==> config.mk <==
export PLATFORM = sky130hd
export DESIGN_NAME = blk_xlate_dec
export DESIGN_NICKNAME = d
export VERILOG_FILES = /design/src/rtl/blk_xlate_pkg.sv /design/src/rtl/blk_xlate_ctrl.sv /design/src/rtl/blk_xlate_dp.sv /design/src/rtl/blk_xlate_dec.sv
export SDC_FILE = /design/constraint.sdc
export NUM_CORES = 1
export LEC_CHECK = 0
export BUFFER_PORTS_ARGS = -buffer_cell sky130_fd_sc_hd__buf_2
export CAP_MARGIN = 10
export CORE_MARGIN = 5
export CORE_UTILIZATION = 45
export DETAILED_ROUTE_END_ITERATION = 8
export HOLD_SLACK_MARGIN = 0.02
export PLACE_DENSITY = 0.72
export SYNTH_ARGS = -nofsm -noshare
export SYNTH_HDL_FRONTEND = slang
export SYNTH_SLANG_ARGS = --single-unit
export TNS_END_PERCENT = 5
==> constraint.sdc <==
create_clock -name clk -period 18.17 [get_ports clk]
set_input_delay 0.9085 -clock clk [delete_from_list [all_inputs] [get_ports clk]]
set_output_delay 0.9085 -clock clk [all_outputs]
set_load 0.005 [all_outputs]
==> src/rtl/blk_xlate_pkg.sv <==
package blk_xlate_pkg;
  parameter int BAT_N    = 4;   // entries per table
  parameter int ADDR_W   = 32;  // address width
  parameter int OFF_W    = 17;  // log2 of the smallest block in bytes
  parameter int MASK_W   = 11;  // length mask width
  parameter int MASK_LSB = 2;   // mask position inside the upper word

  localparam int IDX_W   = $clog2(BAT_N);
  localparam int CMP_W   = ADDR_W - OFF_W;
  localparam int BASE_SH = OFF_W - 10;
  localparam int BASE_KB = 1 << BASE_SH;
  localparam int LEN_W   = BASE_SH + MASK_W + 1;
  localparam int ONES_W  = $clog2(MASK_W + 1);

  typedef struct packed {
    logic             wrGo;
    logic             wrLow;
    logic [IDX_W-1:0] wrIdx;
    logic             lkGo;
    logic             lkSuper;
  } strobe_t;
endpackage

==> src/rtl/blk_xlate_ctrl.sv <==
module blk_xlate_ctrl
  import blk_xlate_pkg::*;
(
  input  logic             rstN,
  input  logic             wrEn,
  input  logic             wrLow,
  input  logic [IDX_W-1:0] wrIdx,
  input  logic             lkValid,
  input  logic             lkSuper,
  output strobe_t          strobe
);
  // Requests are suppressed while reset is held
  always_comb begin
    strobe.wrGo    = wrEn & rstN;
    strobe.wrLow   = wrLow;
    strobe.wrIdx   = wrIdx;
    strobe.lkGo    = lkValid & rstN;
    strobe.lkSuper = lkSuper;
  end
endmodule

==> src/rtl/blk_xlate_dp.sv <==
module blk_xlate_dp
  import blk_xlate_pkg::*;
(
  input  logic                    clk,
  input  logic                    rstN,
  input  strobe_t                 strobe,
  input  logic [ADDR_W-1:0]       wrData,
  input  logic [ADDR_W-1:0]       lkAddr,
  output logic                    hitValid,
  output logic                    hit,
  output logic [IDX_W-1:0]        hitIdx,
  output logic [ADDR_W-1:0]       physAddr,
  output logic [BAT_N-1:0]        cfgErr,
  output logic [BAT_N*LEN_W-1:0]  lenKb
);
  logic [ADDR_W-1:0] upReg [BAT_N];
  logic [ADDR_W-1:0] loReg [BAT_N];
  logic [BAT_N-1:0]  entHit;
  logic [ADDR_W-1:0] entPa [BAT_N];

  // Register file
  always_ff @(posedge clk or negedge rstN) begin
    if (!rstN) begin
      for (int i = 0; i < BAT_N; i++) begin
        upReg[i] <= '0;
        loReg[i] <= '0;
      end
    end else if (strobe.wrGo) begin
      for (int i = 0; i < BAT_N; i++) begin
        if (strobe.wrIdx == IDX_W'(i)) begin
          if (strobe.wrLow) loReg[i] <= wrData;
          else              upReg[i] <= wrData;
        end
      end
    end
  end

  // Per-entry decode and match
  for (genvar g = 0; g < BAT_N; g++) begin : g_ent
    logic [MASK_W-1:0] mask;
    logic              maskBad;
    logic              anyEn;
    logic              modeEn;
    logic [ONES_W-1:0] runLen;
    logic [CMP_W-1:0]  care;

    assign mask    = upReg[g][MASK_LSB +: MASK_W];
    assign maskBad = |(mask & (mask + MASK_W'(1)));
    assign anyEn   = |upReg[g][1:0];
    assign modeEn  = strobe.lkSuper ? upReg[g][1] : upReg[g][0];
    assign care    = ~CMP_W'(mask);

    always_comb begin
      logic stop;
      stop   = 1'b0;
      runLen = '0;
      for (int b = 0; b < MASK_W; b++) begin
        if (!stop && mask[b]) runLen = runLen + ONES_W'(1);
        else                  stop   = 1'b1;
      end
    end

    assign cfgErr[g] = maskBad;
    assign lenKb[g*LEN_W +: LEN_W] = anyEn ? (LEN_W'(BASE_KB) << runLen) : '0;

    assign entHit[g] = modeEn && !maskBad &&
      (((lkAddr[ADDR_W-1:OFF_W] ^ upReg[g][ADDR_W-1:OFF_W]) & care) == '0);
    assign entPa[g]  = {(loReg[g][ADDR_W-1:OFF_W] & care) |
                        (lkAddr[ADDR_W-1:OFF_W] & ~care),
                        lkAddr[OFF_W-1:0]};

    // an upper write lands on the next edge
    p_up_write_r2: assert property (@(posedge clk) disable iff (!rstN)
      (strobe.wrGo && !strobe.wrLow && strobe.wrIdx == IDX_W'(g))
        |=> (upReg[g] == $past(wrData)));
    // disabled entries report zero length
    p_len_off_r3: assert property (@(posedge clk) disable iff (!rstN)
      (upReg[g][1:0] == 2'b00) |-> (lenKb[g*LEN_W +: LEN_W] == '0));
  end

  // Lowest index wins
  logic             anyHit;
  logic [IDX_W-1:0] selIdx;
  always_comb begin
    anyHit = 1'b0;
    selIdx = '0;
    for (int i = BAT_N - 1; i >= 0; i--) begin
      if (entHit[i]) begin
        anyHit = 1'b1;
        selIdx = IDX_W'(i);
      end
    end
  end

  // Registered result
  always_ff @(posedge clk or negedge rstN) begin
    if (!rstN) begin
      hitValid <= 1'b0;
      hit      <= 1'b0;
      hitIdx   <= '0;
      physAddr <= '0;
    end else begin
      hitValid <= strobe.lkGo;
      hit      <= strobe.lkGo && anyHit;
      hitIdx   <= (strobe.lkGo && anyHit) ? selIdx : '0;
      physAddr <= (strobe.lkGo && anyHit) ? entPa[selIdx] : '0;
    end
  end

  // result timing and quiet outputs
  p_lat_on_r10: assert property (@(posedge clk) disable iff (!rstN)
    strobe.lkGo |=> hitValid);
  p_lat_off_r10: assert property (@(posedge clk) disable iff (!rstN)
    !strobe.lkGo |=> !hitValid);
  p_quiet_r10: assert property (@(posedge clk) disable iff (!rstN)
    !hit |-> (physAddr == '0 && hitIdx == '0));
  p_hit_valid_r10: assert property (@(posedge clk) disable iff (!rstN)
    hit |-> hitValid);
endmodule

==> src/rtl/blk_xlate_dec.sv <==
module blk_xlate_dec
  import blk_xlate_pkg::*;
(
  input  logic                   clk,
  input  logic                   rstN,
  input  logic                   wrEn,
  input  logic                   wrLow,
  input  logic [IDX_W-1:0]       wrIdx,
  input  logic [ADDR_W-1:0]      wrData,
  input  logic                   lkValid,
  input  logic                   lkSuper,
  input  logic [ADDR_W-1:0]      lkAddr,
  output logic                   hitValid,
  output logic                   hit,
  output logic [IDX_W-1:0]       hitIdx,
  output logic [ADDR_W-1:0]      physAddr,
  output logic [BAT_N-1:0]       cfgErr,
  output logic [BAT_N*LEN_W-1:0] lenKb
);
  strobe_t strobe;

  blk_xlate_ctrl i_ctrl (
    .rstN(rstN), .wrEn(wrEn), .wrLow(wrLow), .wrIdx(wrIdx),
    .lkValid(lkValid), .lkSuper(lkSuper), .strobe(strobe)
  );

  blk_xlate_dp i_dp (
    .clk(clk), .rstN(rstN), .strobe(strobe), .wrData(wrData),
    .lkAddr(lkAddr), .hitValid(hitValid), .hit(hit), .hitIdx(hitIdx),
    .physAddr(physAddr), .cfgErr(cfgErr), .lenKb(lenKb)
  );
endmodule

==> flow_summary_export.csv <==
group,metric,value,unit
cells_and_area,layout_common_cells,"208 x dfrtp_1, 168 x mux2_2, 154 x buf_2, 77 x nand2_1, 75 x nor2_1",
sta,clock.fmax,122,MHz
die,die_x,178,um
sta,period_share,44.9,%
sta,setup_tns,0,ns
cells_and_area,multiInputGateArea,0.00685,mm^2
power_and_ir_drop,ir_worst_vdd,0.0000849,V
drt,via_per_inst,5.59,
clocking,clkSlewWorstSetupHoldPaths,0.06,ns
placed_design,numPortBuffers,155,
die,start_util,45.5,%
drt,dr_total_vias,9609,
die,dieArea,0.0315,mm^2
power_and_ir_drop,power_frac_clock,28.9,%
logic_synthesis,yosys-top-cells-area,"dfrtp_1 41%, mux2_2 15%, mux2i_1 5.7%",
cells_and_area,final_cell_count_no_fill,1719,
power_and_ir_drop,switching_share,32.9,%
clocking,post-cts-setup-buffers,0,
logic_synthesis,synth-edff-count,0,
die,design.core.area,0.0278,mm^2
logic_synthesis,synth_top_area_cell,"dfrtp_1",
global_routing,grt_overflow_total,0,
logic_synthesis,yosysWarnings,0,
sta,rsz0062_at_grt,"no",
global_routing,grt.total_usage,21.0,%
logic_synthesis,synthCells,1219,
cells_and_area,antenna_cells,0,
cells_and_area,regArea,0.00520,mm^2
clocking,clockBufferDepth,3,
global_routing,antenna_found_initial,4,
die,pin_count,188,
power_and_ir_drop,p_int,1010,uW
sta,layout_setup_ws,10.01,ns
sta,setup_violations,0,
global_routing,grt_max_degree,75,
global_routing,grt_pass1_wl,52.7,mm
cells_and_area,drive_above_1_share,30.1,%
placed_design,dp.cells,1680,
cells_and_area,syn_to_final_growth,12.3,%
drt,drc,0,
logic_synthesis,seq_area_frac_synth,41.2,%
sta,worst_pin_slew,1.10,ns
clocking,post_cts_resized,0,
worst_setup_path,worstPathRequired,17.26,ns
worst_setup_path,path_class,"reg -> out",
drt,drt-initial-drc-count,671,
global_routing,grt_util_met1,28.6,%
drt,avgRoutedWirePerCell,19.4,um
die,rows,61,
worst_setup_path,max_stage_delay,0.53,ns
cells_and_area,final_nets,1430,
sta,slew_headroom,26.3,%
clocking,hold_buffers,0,
cells_and_area,layout_commonest_cell,"dfrtp_1",
worst_setup_path,cp.arrival,7.26,ns
global_routing,grt-busiest-layer,"met2",
die,dieHeight,178,um
logic_synthesis,synth_top_area_share,41.2,%
placed_design,finalWeightedCongestion,0.855,
logic_synthesis,netlist_area,0.0126,mm^2
clocking,cts_sinks,208,
sta,finClkSkew,0.0136,ns
sta,slew_viol_final,0,
power_and_ir_drop,power_leakage,0.00663,uW
logic_synthesis,ys_types,71,
worst_setup_path,path_common_cell,"ha_1",
flow_run,drv_cap,0,
drt,antenna_left,0,
power_and_ir_drop,switching_power,494,uW
clocking,cts_made_buffers,22,
power_and_ir_drop,power_density,106,mW/mm^2
global_routing,grt_pass1_vias,9468,
power_and_ir_drop,seq_power_share,44.6,%
sta,finalCriticalPeriod,8.16,ns
clocking,cts_tree,"built",
logic_synthesis,synth.avg_cell_area,10.4,um^2
placed_design,hpwlAfterDp,24.9,mm
logic_synthesis,async_flop_share,100,%
worst_setup_path,cp-start-kind,"flip-flop",
global_routing,use_met3,4.15,%
clocking,cts-root-buf,"clkbuf_16",
cells_and_area,fillers,2504,
sta,finalHoldViolCount,0,
worst_setup_path,critPathSlowestCell,"dfrtp_1",
logic_synthesis,synth_seq_cells,208,
status,status,"complete, no violations",
hold_path,hp-class,"in -> async",
worst_setup_path,crit_fanout,6,
placed_design,dp_slack,10.61,ns
clocking,clk_latency,0.51,ns
drt,wl,33.3,mm
global_routing,grtUsageMet2,34.3,%
worst_setup_path,end_kind,"output pin",
logic_synthesis,synth_top_flop_cell,"dfrtp_1",
power_and_ir_drop,p_comb_share,26.5,%
clocking,htreeDepth,1,
drt,first_pass_iters,5,
==> path summary, 6_finish.rpt <==
check / from / slack, ns / to / cells past startpoint
max: i_dp.g_ent[1].mask[0] / 10.01 / lenKb[30] / 33
min: rstN / 0.39 / i_dp.loReg[60] / 1
max reg2reg: i_dp.g_ent[0].mask[8] / 14.53 / i_dp.physAddr[18] / 7
min reg2reg: i_dp.loReg[122] / 0.50 / i_dp.loReg[122] / 1
max in group asynchronous: rstN / 16.42 / i_dp.physAddr[20] / 2
min in group clk: i_dp.loReg[122] / 0.50 / i_dp.loReg[122] / 1
==> routing by layer <==
layer  up-vias  wire length [um]  part of all wire, %
met5         -                38                 0.11
met4         8              1030                  3.1
met3        75              2480                  7.4
met2       374             15400                   46
met1      4683             14400                   43
li1       4469                 -                    -
==> critical path, delay by kind of cell (launching register included) <==
family / cells / cell delay, ns
buffers and inverters: 3 / 0.23
DFF: 1 / 0.53
adders and majority gates: 8 / 2.38
and+or+nand+nor: 8 / 1.38
xor gates and xnor gates: 2 / 0.28
muxes: 2 / 0.30
AOI/OAI and AO/OA: 10 / 1.68
==> flip-flops by register name, indices dropped and copies added, names as in the netlist <==
register	flops
i_dp.hit	1
i_dp.g_ent.mask	44
i_dp.hitValid	1
i_dp.physAddr	32
i_dp.upReg	68
i_dp.hitIdx	2
i_dp.loReg	60
==> synth_stat cells (all sizes together), types with 9 or more instances <==
cell type  number
a211oi         10
a21boi         10
a21oi          29
a22o           11
and2           32
and3           12
buf            60
clkbuf         46
dfrtp         208
ha             32
inv            34
mux2          172
mux2i          72
nand2          78
nand2b         10
nand3          20
nor2           81
nor3           19
o211ai          9
o21ai          44
o22ai          31
or2            11
or3             9
xnor2          68
xor2           15
==> kinds of logic after synthesis <==
family,after synthesis,share of synthesized area (%)
simple gates,323,13.0
flops,208,41.2
fa+ha+maj,32,3.17
buf+inv,140,5.60
xor+xnor,84,6.11
mux,244,21.0
other cells,1,0.0297
compound gates,187,9.93
==> final cells by class <==
class	instances	share of cell area, %
Clock buffer	30	4.52
Clock inverter	9	0.397
Inverter	34	0.899
Multi-Input combinational cell	898	48.3
Sequential cell	208	36.7
Tap cell	378	3.33
Timing Repair Buffer	162	5.90
==> per-stage QoR <==
stage	hold WS [ns]	power, uW	instance area (um^2)	utilization (%)
after floorplan	0.473	953	12700	-
after global placement	0.483	1050	13500	48.6
after detailed placement	0.492	1070	13500	48.6
after CTS	0.395	1510	14200	51.1
after global routing	0.424	1590	14200	51.1
final	0.392	1500	14200	51.1
==> power groups by stage <==
stage / logic (uW) / registers, uW / clock network (uW)
floorplan: 353 / 600 / 0
global placement: 381 / 669 / 0
detailed placement: 396 / 674 / 0
CTS: 398 / 666 / 444
global route: 447 / 682 / 462
finish: 397 / 669 / 434
No activity file was read; power rests on OpenSTA's default activity.
